**src/rtl/sup_pkg.sv**
```systemverilog
package sup_pkg;
   // number of time-outs that request a line rotation
   localparam int N_LINE_TO = 3;
   // index of each line time-out
   localparam int TO_STUCK = 0;
   localparam int TO_QUIET = 1;
   localparam int TO_DEAF  = 2;

   // limit in ticks of line time-out idx for base period base
   function automatic int to_limit(input int idx, input int base);
      case (idx)
         TO_STUCK: return base / 16;
         TO_QUIET: return base / 4;
         default:  return base;
      endcase
   endfunction
endpackage

```
**src/rtl/sup_tick_timer.sv**
```systemverilog
module sup_tick_timer #(
   parameter int LIMIT = 16
) (
   input  logic clk,
   input  logic rst_n,
   input  logic tick,
   input  logic evt_clr,
   input  logic restart,
   output logic fire
);
   localparam int CW = (LIMIT > 2) ? $clog2(LIMIT) : 1;
   localparam logic [CW-1:0] LAST = CW'(LIMIT - 1);

   if (LIMIT < 2) begin : g_bad_limit
      $error("sup_tick_timer: LIMIT must be at least 2");
   end

   logic [CW-1:0] cnt_q;

   assign fire = tick && !evt_clr && (cnt_q == LAST);

   always_ff @(posedge clk or negedge rst_n) begin
      if (!rst_n)                          cnt_q <= '0;
      else if (evt_clr || restart || fire) cnt_q <= '0;
      else if (tick)                       cnt_q <= cnt_q + CW'(1);
   end


   cnt_range_chk: assert property (@(posedge clk) disable iff (!rst_n)
      cnt_q <= LAST);

   cnt_hold_chk: assert property (@(posedge clk) disable iff (!rst_n)
      (!tick && !evt_clr && !restart) |=> $stable(cnt_q));
endmodule

```
**src/rtl/sup_edge_watch.sv**
```systemverilog
module sup_edge_watch #(
   parameter int EDGES = 7
) (
   input  logic clk,
   input  logic rst_n,
   input  logic rx_dom,
   output logic act_hit
);
   localparam int EW = $clog2(EDGES);
   localparam logic [EW-1:0] LAST = EW'(EDGES - 1);

   if (EDGES < 2) begin : g_bad_edges
      $error("sup_edge_watch: EDGES must be at least 2");
   end

   logic          rx_q;
   logic [EW-1:0] ecnt_q;
   logic          edge_seen;

   assign edge_seen = rx_dom ^ rx_q;
   assign act_hit   = edge_seen && (ecnt_q == LAST);

   always_ff @(posedge clk or negedge rst_n) begin
      if (!rst_n) begin
         rx_q   <= 1'b0;
         ecnt_q <= '0;
      end else begin
         rx_q <= rx_dom;
         if (act_hit)        ecnt_q <= '0;
         else if (edge_seen) ecnt_q <= ecnt_q + EW'(1);
      end
   end


   edge_range_chk: assert property (@(posedge clk) disable iff (!rst_n)
      ecnt_q <= LAST);
endmodule

```
**src/rtl/sup_int_pulse.sv**
```systemverilog
module sup_int_pulse #(
   parameter int PULSE_TICKS = 3
) (
   input  logic clk,
   input  logic rst_n,
   input  logic tick,
   input  logic load,
   output logic active
);
   localparam int PW = $clog2(PULSE_TICKS + 1);
   localparam logic [PW-1:0] FULL = PW'(PULSE_TICKS);

   if (PULSE_TICKS < 1) begin : g_bad_pulse
      $error("sup_int_pulse: PULSE_TICKS must be at least 1");
   end

   logic [PW-1:0] pcnt_q;

   assign active = (pcnt_q != '0);

   always_ff @(posedge clk or negedge rst_n) begin
      if (!rst_n)            pcnt_q <= '0;
      else if (load)         pcnt_q <= FULL;
      else if (tick && active) pcnt_q <= pcnt_q - PW'(1);
   end


   pulse_range_chk: assert property (@(posedge clk) disable iff (!rst_n)
      pcnt_q <= FULL);
endmodule

```
**src/rtl/bus_line_supervisor.sv**
```systemverilog
module bus_line_supervisor #(
   parameter int BASE_TICKS  = 64,
   parameter int ACT_EDGES   = 7,
   parameter int PULSE_TICKS = 3
) (
   input  logic clk,
   input  logic rst_n,
   input  logic tick,
   input  logic rx_dom,
   input  logic frame_ok,
   input  logic frame_hit,
   input  logic porta_wr,
   input  logic surv_off,
   output logic rotate_req,
   output logic safe_mode,
   output logic int_o
);
   localparam int NL         = sup_pkg::N_LINE_TO;
   localparam int SAFE_LIMIT = 4 * BASE_TICKS;

   if ((BASE_TICKS % 16) != 0 || BASE_TICKS < 32) begin : g_bad_base
      $error("bus_line_supervisor: BASE_TICKS must be a multiple of 16, at least 32");
   end

   logic [NL-1:0] line_evt;
   logic [NL-1:0] line_fire;
   logic          act_hit;
   logic          restart;
   logic          slto_fire;
   logic          pulse_on;

   // clearing event of each line time-out
   assign line_evt[sup_pkg::TO_STUCK] = !rx_dom;
   assign line_evt[sup_pkg::TO_QUIET] = frame_ok || frame_hit;
   assign line_evt[sup_pkg::TO_DEAF]  = frame_hit;

   assign restart = (|line_fire) || act_hit;

   for (genvar gi = 0; gi < NL; gi++) begin : g_line
      sup_tick_timer #(
         .LIMIT(sup_pkg::to_limit(gi, BASE_TICKS))
      ) u_tmr (
         .clk     (clk),
         .rst_n   (rst_n),
         .tick    (tick),
         .evt_clr (line_evt[gi]),
         .restart (restart),
         .fire    (line_fire[gi])
      );
   end

   sup_tick_timer #(
      .LIMIT(SAFE_LIMIT)
   ) u_safe_tmr (
      .clk     (clk),
      .rst_n   (rst_n),
      .tick    (tick),
      .evt_clr (frame_hit),
      .restart (1'b0),
      .fire    (slto_fire)
   );

   sup_edge_watch #(
      .EDGES(ACT_EDGES)
   ) u_act (
      .clk     (clk),
      .rst_n   (rst_n),
      .rx_dom  (rx_dom),
      .act_hit (act_hit)
   );

   sup_int_pulse #(
      .PULSE_TICKS(PULSE_TICKS)
   ) u_pulse (
      .clk    (clk),
      .rst_n  (rst_n),
      .tick   (tick),
      .load   (frame_hit && surv_off),
      .active (pulse_on)
   );

   always_ff @(posedge clk or negedge rst_n) begin
      if (!rst_n) begin
         rotate_req <= 1'b0;
         safe_mode  <= 1'b0;
      end else begin
         rotate_req <= (|line_fire) && !safe_mode && !surv_off;
         if (porta_wr)                      safe_mode <= 1'b0;
         else if (slto_fire && !surv_off)   safe_mode <= 1'b1;
      end
   end

   assign int_o = safe_mode || pulse_on;


   rot_single_chk: assert property (@(posedge clk) disable iff (!rst_n)
      rotate_req |=> !rotate_req);

   safe_rise_chk: assert property (@(posedge clk) disable iff (!rst_n)
      $rose(safe_mode) |-> $past(slto_fire));

   safe_fall_chk: assert property (@(posedge clk) disable iff (!rst_n)
      $fell(safe_mode) |-> $past(porta_wr));

   no_safe_inhibit_chk: assert property (@(posedge clk) disable iff (!rst_n)
      (surv_off && !safe_mode) |=> !safe_mode);
endmodule

```
**config.mk**
```make
export PLATFORM = sky130hd
export DESIGN_NAME = bus_line_supervisor
export DESIGN_NICKNAME = d
export VERILOG_FILES = /design/src/rtl/sup_pkg.sv /design/src/rtl/sup_tick_timer.sv /design/src/rtl/sup_edge_watch.sv /design/src/rtl/sup_int_pulse.sv /design/src/rtl/bus_line_supervisor.sv
export SDC_FILE = /design/constraint.sdc
export NUM_CORES = 1
export LEC_CHECK = 0
export ABC_CLOCK_PERIOD_IN_PS = 1800
export BUFFER_PORTS_ARGS = -buffer_cell sky130_fd_sc_hd__buf_2
export CAP_MARGIN = 20
export CELL_PAD_IN_SITES_DETAIL_PLACEMENT = 0
export CELL_PAD_IN_SITES_GLOBAL_PLACEMENT = 2
export CORE_UTILIZATION = 38
export CTS_CLUSTER_SIZE = 24
export DETAILED_ROUTE_END_ITERATION = 10
export GPL_TIMING_DRIVEN = 0
export PLACE_DENSITY = 0.74
export SETUP_SLACK_MARGIN = 0.05
export SLEW_MARGIN = 10
export SYNTH_ARGS = -nofsm -noshare
export SYNTH_HDL_FRONTEND = slang
export SYNTH_SLANG_ARGS = --single-unit
```
**constraint.sdc**
```tcl
create_clock -name clk -period 1.8 [get_ports clk]
set_input_delay 0.45 -clock clk [delete_from_list [all_inputs] [get_ports clk]]
set_output_delay 0.45 -clock clk [all_outputs]
set_load 0.02 [all_outputs]
```
Yosys cells after proc, flatten, opt, wreduce, memory -nomap -nowiden. Index checks and enable logic that the tools add are counted.

Flip-flop bits (word level): 28. Bits of input ports: 8. Output and inout bits: 3. Word-level logic and storage cells: 72.

Add/subtract/negate cells: 6. Eq/ne operators: 5. Multiplexer cells: 14. Bitwise gates (word level): 1. Reduce and logical (&&, ||, !) cells: 37.

Operators with widths (count): 8-bit two-way mux (2); 2-bit nonzero test (8); 1-bit logical AND (13); 6-bit two-way mux (2); 1-bit logical OR (10); 8-bit by 1-bit adder with 8-bit output, second input constant (1); 8-bit == test, second input constant (1); 2-bit two-way mux (4); 4-bit two-way mux (2); 6-bit by 1-bit adder with 6-bit output, second input constant (1); 6-bit == test, second input constant (1); 3-bit two-way mux (2); 1-bit zero test (5); 4-bit by 1-bit adder with 4-bit output, second input constant (1); 4-bit == test, second input constant (1); 3-bit by 1-bit adder with 3-bit output, second input constant (1); 3-bit == test, second input constant (1); 3-bit OR reduction (1); 2-bit by 1-bit adder with 2-bit output, second input constant (1); 2-bit == test, second input constant (1); 1-bit two-way mux (2); 2-bit by 1-bit subtractor with 2-bit output, second input constant (1); 1-bit bitwise XOR (1).

Longest topological paths before layout. Gate-level depths: netlist (run 1).

Word-level depth: 9. Gate-level depth with buffers: 5. Gate-level depth less buffers: 5.

Modules after synthesis. A second synthesis (run 1) with hierarchy kept.

Cells, all modules: 142. Area total of the unflattened synthesis: 1476.4 um^2.

Modules (own cells, without submodules): sup_tick_timer at u_safe_tmr (instances 1, cells each 41, area each 412.9 um^2, sequential area each 200.2 um^2); sup_tick_timer at g_line[2].u_tmr (instances 1, cells each 28, area each 292.8 um^2, sequential area each 150.1 um^2); sup_edge_watch (instances 1, cells each 17, area each 202.7 um^2, sequential area each 100.1 um^2); sup_tick_timer at g_line[1].u_tmr (instances 1, cells each 19, area each 200.2 um^2, sequential area each 100.1 um^2); bus_line_supervisor (instances 1, cells each 13, area each 125.1 um^2, sequential area each 50.0 um^2); sup_int_pulse (instances 1, cells each 13, area each 123.9 um^2, sequential area each 50.0 um^2); sup_tick_timer at g_line[0].u_tmr (instances 1, cells each 11, area each 118.9 um^2, sequential area each 50.0 um^2).

Worst setup path before layout (run 1). OpenSTA, ideal clock, no wires.

Path kind: reg2reg. From: register g_line[1].u_tmr.cnt_q[0]. To: register g_line[1].u_tmr.cnt_q[0]. Library setup time: 0.123 ns. Arrival: 1.320 ns. Data required time: 1.677 ns. Path slack: 0.357 ns. Stages on the path, launching flop included: 6. Path buffers: 0. Period minus slack after synthesis: 1.443 ns. Cells stage by stage: dfrtp_1 -> ha_1 -> nand2_4 -> or4_4 -> nand4b_4 -> nor3_1.

Word-level cells in the longest chain between the ends: 7. Elaborated cells on any way between the ends: 10. Classes of those cells: add/sub: 1; eq/ne: 1; mux: 2; reduce/logical: 6.

RTL lines: start: declaration (line sup_tick_timer.sv:18) `logic [CW-1:0] cnt_q;`; start signal: assignment (line sup_tick_timer.sv:25) `else if (tick) cnt_q <= cnt_q + CW'(1);`; 4-bit == test (line sup_tick_timer.sv:20) `assign fire = tick && !evt_clr && (cnt_q == LAST);`; 1-bit logical AND (line sup_tick_timer.sv:20); 3-bit OR reduction (line bus_line_supervisor.sv:37) `assign restart = (|line_fire) || act_hit;`; 1-bit logical OR (line bus_line_supervisor.sv:37); 1-bit logical OR (2 in a row) (line sup_tick_timer.sv:24) `else if (evt_clr || restart || fire) cnt_q <= '0;`; 4-bit two-way mux or 2-bit nonzero test (tied branches).

Several ways; a longest one is shown, not always the timed one. The select of a mux whose other input is x is not followed. A chain may end at the register's enable or synchronous reset.

Worst setup path after layout (run 1).
From: register u_pulse.pcnt_q[0]. To: output port int_o.

Word-level cells in the longest chain between the ends: 2.

RTL lines: start: declaration (line sup_int_pulse.sv:17) `logic [PW-1:0] pcnt_q;`; start signal: assignment (line sup_int_pulse.sv:24) `else if (tick && active) pcnt_q <= pcnt_q - PW'(1);`; 2-bit nonzero test (line sup_int_pulse.sv:19) `assign active = (pcnt_q != '0);`; 1-bit logical OR (line bus_line_supervisor.sv:93) `assign int_o = safe_mode || pulse_on;`; end: declaration (line bus_line_supervisor.sv:16) `output logic int_o`.

Every way passes these cells.

==> impl_results.md, run 1 <==
- Clock transition at path regs: 150 ps
- Largest net degree at the start of global routing: 29
- Fin area: around 1500 um^2
- Worst path required time: 1350 ps
- Port bufs: 9
- Max-cap violation count: 0
- Detailed-placement wirelength estimate: 1.65 mm
- Worst path cell trace: inv_2 -> ha_1 -> nand2b_1 -> buf_2
- Post-synth top area cell: dfrtp_1
- Vias in the first global route: 917
- Die height: 62.3 um
- Maximum vdd ir drop: 0.228 mV
- Slew headroom: 0.586
- Final setup margin: 205 ps
- Fin util: 0.441
- Core Region: 3420 um^2
- Most instantiated library cell after synthesis: dfrtp_1
- Syn Std Cell Area: 1380 um^2
- Top post-synthesis cells by area: dfrtp_1 51%, ha_1 6.3%, xor2_1 5.7%, nor2_1 5.4%, xnor2_1 5.1%
- Placed inst area: roughly 1500 um^2
- CTS tree: done
- Endpoints failing setup: 0
- Total grt overflow: 0
- H-tree depth: 1
- Remaining antenna violation count: 0
- Layout cells sized above 1: 0.156
- Worst hold path class: in -> async
- Initial antenna violation count: 0
- Placed Cells: 184
- Final-report hold violation count: 0
- Run status: complete, no violations
- First-pass GRT wire length: approximately 4.2 mm
- Syn Nets: between 100 and 150
- Detailed Routing Iterations Pass 1: 2
- CP Launch Type: flip-flop
- Most frequent cells after synthesis: 28 x dfrtp_1, 20 x nor2_1, 14 x nand2_1
- GRT Util Overall: 0.138
- Area Growth Syn to Fin: 9.07%
- Layout Skew: 8.08 ps
- Inserted Clock Buffers: 3
- Cell row count: 21
- Power density cells: 863 nW/um^2
- Slew @ Worst Pin: 621 ps
- Worst slack at placement: about 170 ps
- Avg Inst Size Synth: 10.7 um^2
- Wire length per cell: 12.3 um
- Initial DRC Count: 50
- WS Path Type: reg -> out
- Top-area cell type share of the netlist area: 0.508
- Worst setup EP type: output pin
- Ys flop type: dfrtp_1
- Slowest-stage cell, CP: dfrtp_1
- Worst-Skew Late Latency: 320 ps
- Setup Buffers After CTS: 0
- Period utilization: 0.886
- Setup TNS: 0 ps
- Yosys reg bits: 28
- ANT cells: 0
- Critical Path AT: 1140 ps
- Vias post-DR: roughly 900
- Initial core utilization: 0.404
- Ports: 11
- Die W: just over 60 um
- DR DRC count: 0
- Leakage Power: about 0.7 nW
- Synth warn: 0
- Max Slew Vio Count: 0
- Cells after Synth: 129
- Die area: 3880 um^2
- Clock sinks: 28
- Clk root buf: clkbuf_4
- Sequential element share of the synthesized area: 0.508
- FMAX: between 0.6 and 0.7 GHz
- Post-synth ARST share: 1.00
- Fin crit period: 1590 ps
- Vias per cell: around 4.9
- Nets: 158
- Placer Congestion: 0.689
- Crit-path max cell delay: 400 ps
- Crit path max fanout: 2
- Post-synth EDFFs: 0
- Max Buffers Root-to-Sink: 2
- Unrepaired setup endpoints after global routing: no
- Post-Route WL: 2.30 mm
- Non-filler cells, final: about 190
- Synth cell types: 26
==> timing repair <==
| item | in CTS | in global routing |
|---|---|---|
| setup endpoints to repair | 0 | 1 |
| resized for setup | 0 | 1 |
| hold buffers | 0 | 0 |
==> registers in the layout (all words and copies together), names as in the netlist <==
register / count
g_line.u_tmr.cnt_q: 12
rotate_req: 1
safe_mode: 1
u_act.ecnt_q: 3
u_act.rx_q: 1
u_pulse.pcnt_q: 2
u_safe_tmr.cnt_q: 8
==> metal layers <==
metal  wire (um)  track usage
met5           0            0
met4          20       0.0610
met3          41       0.0221
met2        1060        0.216
met1        1170        0.189
==> worst max-delay path: cells and delay by family (launching register included) <==
kind,cells,cell delay (ps)
buf+inv,2,210
simple gates,1,50
fa+ha+maj,1,160
flops,1,400
==> power breakdown <==
part | leakage (nW) | internal (mW) | switching [mW]
clock network | 0.0138 | 0.0784 | 0.177
logic | 0.319 | 0.130 | 0.161
registers | 0.372 | 0.702 | 0.0510
==> final timing paths <==
path / start / end / slack [ps] / cells past startpoint
max in group asynchronous: rst_n / safe_mode / 1280 / 1
min: rst_n / g_line[2].u_tmr.cnt_q[5] / 120 / 1
max reg2reg: g_line[1].u_tmr.cnt_q[0] / g_line[1].u_tmr.cnt_q[3] / 250 / 5
min in group clk: porta_wr / safe_mode / 270 / 2
max: u_pulse.pcnt_q[0] / int_o / 210 / 4
min reg2reg: safe_mode / rotate_req / 500 / 1
==> metrics by stage <==
| step | hold WS [ps] | power (mW) |
|---|---|---|
| after CTS | 135 | 1.32 |
| after floorplan | 154 | 0.976 |
| after global placement | 469 | 1.04 |
| final | 116 | 1.30 |
| after global routing | 141 | 1.40 |
| after detailed placement | 481 | 1.06 |
==> layout by cell type (no fill, tap or decap), types with 2 or more instances in the layout <==
cell / instances
nor3_1: 7
clkbuf_4: 3
mux2i_1: 5
nand4_1: 5
o21ai_0: 3
nand2b_1: 2
dfrtp_1: 28
nand2_1: 14
inv_1: 3
buf_2: 10
nor2_1: 20
xor2_1: 9
nand3_1: 4
ha_1: 7
xnor2_1: 8
==> cell type report <==
class	instances	area (um^2)
plain buffers	2	16.3
repair buffers	9	45.0
multi-input cells	95	648
clock buffers	3	22.5
flip-flops and latches	28	701
well taps	46	57.6
fillers	353	1910
inverters	4	15.0
==> kinds of logic (layout without fill, tap and decap cells) <==
family                     Yosys count  count (layout)  share of synthesized area
and+or+nand+nor                     57              57                      0.209
DFF                                 28              28                      0.508
xor gates and xnor gates            17              17                      0.108
AOI/OAI and AO/OA                    9               9                     0.0526
adders and majority gates            7               7                     0.0635
buffers and inverters                6              18                     0.0227
muxes                                5               5                     0.0363
No activity file was read; power rests on OpenSTA's default activity.
==> run 2, diff against run 1 <==
--- a/config.mk
+++ b/config.mk
@@ -10,6 +10,7 @@
 export CAP_MARGIN = 20
 export CELL_PAD_IN_SITES_DETAIL_PLACEMENT = 0
 export CELL_PAD_IN_SITES_GLOBAL_PLACEMENT = 2
+export CORE_MARGIN = 2
 export CORE_UTILIZATION = 38
 export CTS_CLUSTER_SIZE = 24
 export DETAILED_ROUTE_END_ITERATION = 10
==> run 2 against run 1 <==
  * Clock skew up 2.0 ps
  * Combinational power up 2%
  * Core utilization up 0.95 points
  * First-iteration DRC count down 76%
  * Register-to-register slack about the same
  * Flip-flop and latch count unchanged
  * Clock power up 61%
  * Sequential share of layout area down 0.98 points
  * Critical path type unchanged
  * Critical endpoint unchanged
  * Largest power group unchanged
  * Highest routed layer unchanged
==> impl_results.md, run 2 (synthesized netlist as in run 1, its figures left out) <==
- Regs by FF count: g_line.u_tmr.cnt_q: 12 flops, u_safe_tmr.cnt_q: 8 flops, u_act.ecnt_q: 3 flops
- Worst setup EP type: output pin
- Vias per cell: 4.78
- Slew @ Worst Pin: between 600 and 700 ps
- Routed wl met2: 1.11 mm
- Maximum vdd ir drop: 0.267 mV
- WS Path Type: reg -> out
- Total grt overflow: 0
- CP Launch Type: flip-flop
- Max Slew Vio Count: 0
- Highest Signal Layer: met4
- Detailed Routing Iterations Pass 1: 4
- Clock transition at path regs: roughly 160 ps
- Vias post-DR: 898
- ANT cells: 0
- Wire length on met1: 1.18 mm
- First-pass GRT wire length: 4.15 mm
- DR DRC count: 0
- Largest reg by FF count: g_line.u_tmr.cnt_q
- H-tree depth: 1
- Slew headroom: 0.582
- Max Buffers Root-to-Sink: 2
- Clock sinks: 28
- Ports: 11
- Wire length per cell: about 13 um
- Period utilization: 0.903
- Inserted Clock Buffers: 3
- Placer Congestion: between 0.6 and 0.7
- WL met3: 43 um
- Critical Path AT: 1180 ps
- CTS tree: done
- Detailed-placement wirelength estimate: 1.68 mm
- Final-report hold violation count: 0
- Initial core utilization: 0.404
- Most common cell after layout, fill and taps aside: dfrtp_1
- Cell row count: 21
- Clk root buf: clkbuf_4
- Layout Skew: 10.1 ps
- Leakage Power: between 0.7 and 0.8 nW
- Endpoints failing setup: 0
- Die area: around 4100 um^2
- Core Region: about 3400 um^2
- Area Growth Syn to Fin: 11.4%
- Crit path max fanout: 2
- Power density cells: 950 nW/um^2
- Unrepaired setup endpoints after global routing: no
- Vias in the first global route: 933
- Die height: 64.3 um
- Nets: approximately 160
- Worst hold path class: in -> async
- Post-Route WL: 2.36 mm
- Worst-Skew Late Latency: 330 ps
- Worst path required time: 1350 ps
- Run status: complete, no violations
- Setup TNS: 0 ps
- Initial DRC Count: 12
- Most frequent cells in the layout: 28 x dfrtp_1, 20 x nor2_1, 14 x nand2_1, 10 x buf_2, 9 x xor2_1
- Remaining antenna violation count: 0
- FMAX: 0.615 GHz
- Layout cells sized above 1: 0.169
- Hold-fix buffers, CTS: 0
- Largest net degree at the start of global routing: 29
- Port bufs: 9
- Max reg flops: 12
- Die W: between 60 and 70 um
- Max-cap violation count: 0
- Fin crit period: around 1600 ps
- Fin util: 0.450
- GRT Util Overall: 0.130
- Initial antenna violation count: 0
## run 2: area by class of cell
class                           instances  area, um^2
Timing Repair Buffer                    9        45.0
Clock inverter                          1        30.0
Sequential cell                        28         701
Tap cell                               46        57.6
Inverter                                4        15.0
Fill cell                             343        1880
Buffer                                  2        16.3
Multi-Input combinational cell         95         651
Clock buffer                            3        22.5
## run 2: final timing paths
path	startpoint	endpoint	slack, ps	cells past startpoint
setup / recovery	u_pulse.pcnt_q[0]	int_o	170	4
min in group clk	porta_wr	safe_mode	240	2
hold / removal	rst_n	u_act.rx_q	110	1
max in group asynchronous	rst_n	g_line[1].u_tmr.cnt_q[1]	1280	1
hold reg to reg	safe_mode	rotate_req	500	1
setup reg to reg	g_line[1].u_tmr.cnt_q[0]	g_line[2].u_tmr.cnt_q[2]	250	5
## run 2: critical path: stages (launching register included)
cell	delay [ps]
dfrtp_1	400
inv_2	70
ha_2	170
nand2b_1	50
buf_2	150
## run 2: stage by stage
step	power [mW]	std cells	area, um^2	hold WS, ps	setup slack, ps
3_5_place_dp	1.06	184	1480	475	147
5_1_grt	1.59	188	1540	118	58.8
6_report	1.46	188	1540	115	175
4_1_cts	1.48	188	1540	121	124
2_1_floorplan	0.976	129	1380	154	357
3_3_place_gp	1.04	184	1480	473	193
## run 2: per-layer routing
layer,vias to the layer above,global-route usage
met2,7,0.211
li1,468,-
met3,2,0.0176
met4,0,0.0638
met1,421,0.170
met5,-,0
## run 2: timing repair
action	in CTS	in global routing
endpoints found under the hold margin	0	0
setup endpoints to repair	0	1
buffers inserted	0	0
resized for setup	0	2
## run 2: report_power, final
group / total [mW] / internal, mW / switching (mW)
combinational: 0.296 / 0.131 / 0.165
sequential: 0.752 / 0.702 / 0.0498
clock: 0.412 / 0.225 / 0.187
==> run 3, diff against run 2 <==
--- a/config.mk
+++ b/config.mk
@@ -16,6 +16,7 @@
 export DETAILED_ROUTE_END_ITERATION = 10
 export GPL_TIMING_DRIVEN = 0
 export PLACE_DENSITY = 0.74
+export REMOVE_ABC_BUFFERS = 1
 export SETUP_SLACK_MARGIN = 0.05
 export SLEW_MARGIN = 10
 export SYNTH_ARGS = -nofsm -noshare
==> run 3 against run 2 <==
  * Non-clock buffer count fell by 1
  * Clock-buffer cell count up 1
  * Final cell count shrank 0.53%
  * Flip-flop and latch count unchanged
  * Global-route usage up 0.16 points
  * Cell area down 2.0%
  * Worst setup slack better by 13 ps
  * Register-to-register slack worse by 40 ps
  * Clock power down 26%
  * Largest cell class unchanged
  * Sequential power about the same
  * Routed wire length up 1.4%
  * Sequential share of layout area is 0.91 points higher
==> impl_results.md, run 3 (synthesized netlist as in run 1, its figures left out) <==
- Port bufs: 10
- Max Buffers Root-to-Sink: 2
- Slew headroom: 0.581
- Critical Path AT: 1160 ps
- Layout cells sized above 1: 0.149
- # resized after CTS: 0
- Max reg flops: 12
- Initial antenna violation count: 0
- Hold_ws: 121 ps
- Hold-fix buffers, CTS: 0
- Wire length per cell: roughly 13 um
- Die height: 64.3 um
- Ports: 11
- Unrepaired setup endpoints after global routing: no
- Worst path cell trace: inv_1 -> ha_1 -> nand2b_1 -> buf_2
- Crit-path max cell delay: 390 ps
- Detailed-placement wirelength estimate: 1.73 mm
- Initial core utilization: 0.404
- Endpoints failing setup: 0
- Die W: ~64 um
- Total grt overflow: 0
- Setup Buffers After CTS: 0
- Largest delay share family, worst path: flip-flops
- Maximum vdd ir drop: 0.325 mV
- Worst setup EP type: output pin
- Worst slack at placement: -111 ps
- Worst-Skew Late Latency: ~320 ps
- Most common cell after layout, fill and taps aside: dfrtp_1
- Area Growth Syn to Fin: 9.25%
- ANT cells: 0
- Final-report hold violation count: 0
- Non-filler cells, final: 187
- Run status: complete, no violations
- Clk root buf: clkbuf_4
- PnR Total Power: 1.35 mW
- Placed Cells: 183
- Remaining antenna violation count: 0
- First-pass GRT wire length: 4.25 mm
- Period utilization: 0.896
- Max-cap violation count: 0
- Initial DRC Count: 38
- Largest net degree at the start of global routing: 29
- Inserted Clock Buffers: 3
- CP Launch Type: flip-flop
- Clock transition at path regs: 140 ps
- WS Path Type: reg -> out
- Die area: 4130 um^2
- Vias post-DR: 932
- Placer Congestion: 0.701
- Most frequent cells in the layout: 28 x dfrtp_1, 20 x nor2_1, 14 x nand2_1, 10 x buf_2, 9 x xor2_1
- Nets: 157
- Power density cells: a little under 900 nW/um^2
- Worst Path Buf+Inv: 2
- Worst path required time: about 1400 ps
- Detailed Routing Iterations Pass 1: 4
- FMAX: 0.620 GHz
- Cell row count: 21
- GRT Util Overall: 0.132
- Layout Skew: 1.64 ps
- CTS tree: done
- Fin crit period: approximately 1600 ps
- Crit path max fanout: 2
- Vias per cell: about 5
- Regs by FF count: g_line.u_tmr.cnt_q: 12 flops, u_safe_tmr.cnt_q: 8 flops, u_act.ecnt_q: 3 flops
- Final setup margin: 187 ps
- Post-Route WL: 2.39 mm
- Setup TNS: 0 ps
- Max Slew Vio Count: 0
- H-tree depth: 1
- Leakage Power: 0.708 nW
- Largest reg by FF count: g_line.u_tmr.cnt_q
- Core Region: 3420 um^2
- Slew @ Worst Pin: 628 ps
- Clock sinks: 28
- Worst hold path class: in -> async
- Slowest-stage cell, CP: dfrtp_1
- DR DRC count: 0
- Vias in the first global route: 932
## run 3: worst paths after layout
| path | start | endpoint | slack (ps) | depth (start not counted) |
|---|---|---|---|---|
| max in group asynchronous | rst_n | u_pulse.pcnt_q[1] | 1280 | 1 |
| max | u_pulse.pcnt_q[0] | int_o | 190 | 4 |
| max reg2reg | g_line[1].u_tmr.cnt_q[0] | g_line[1].u_tmr.cnt_q[0] | 210 | 5 |
| min in group clk | porta_wr | safe_mode | 250 | 2 |
| min reg2reg | safe_mode | rotate_req | 500 | 1 |
| min | rst_n | u_act.ecnt_q[2] | 120 | 1 |
## run 3: through the flow
stage | area [um^2] | util
final | 1510 | 0.441
after global routing | 1510 | 0.441
after CTS | 1510 | 0.441
after detailed placement | 1470 | 0.431
after global placement | 1470 | 0.431
after floorplan | 1360 | -
## run 3: cell type report
type	count	area, um^2
Clock buffer	4	36.3
Fill cell	360	1910
Inverter	4	15.0
Multi-Input combinational cell	95	648
Sequential cell	28	701
Tap cell	46	57.6
Timing Repair Buffer	10	50.0
## run 3: per-layer routing
metal  up-vias  part of all wire  track usage
li1        461                 -            -
met1       455              0.49        0.174
met2        12              0.47        0.216
met3         4             0.030       0.0229
met4         0             0.012       0.0479
met5         -                 0            0
## run 3: report_power, final
part / switching, mW / internal, mW / total (mW) / leakage [nW]
clock: 0.180 / 0.124 / 0.304 / 0.0210
combinational: 0.165 / 0.128 / 0.293 / 0.314
sequential: 0.0513 / 0.702 / 0.753 / 0.372
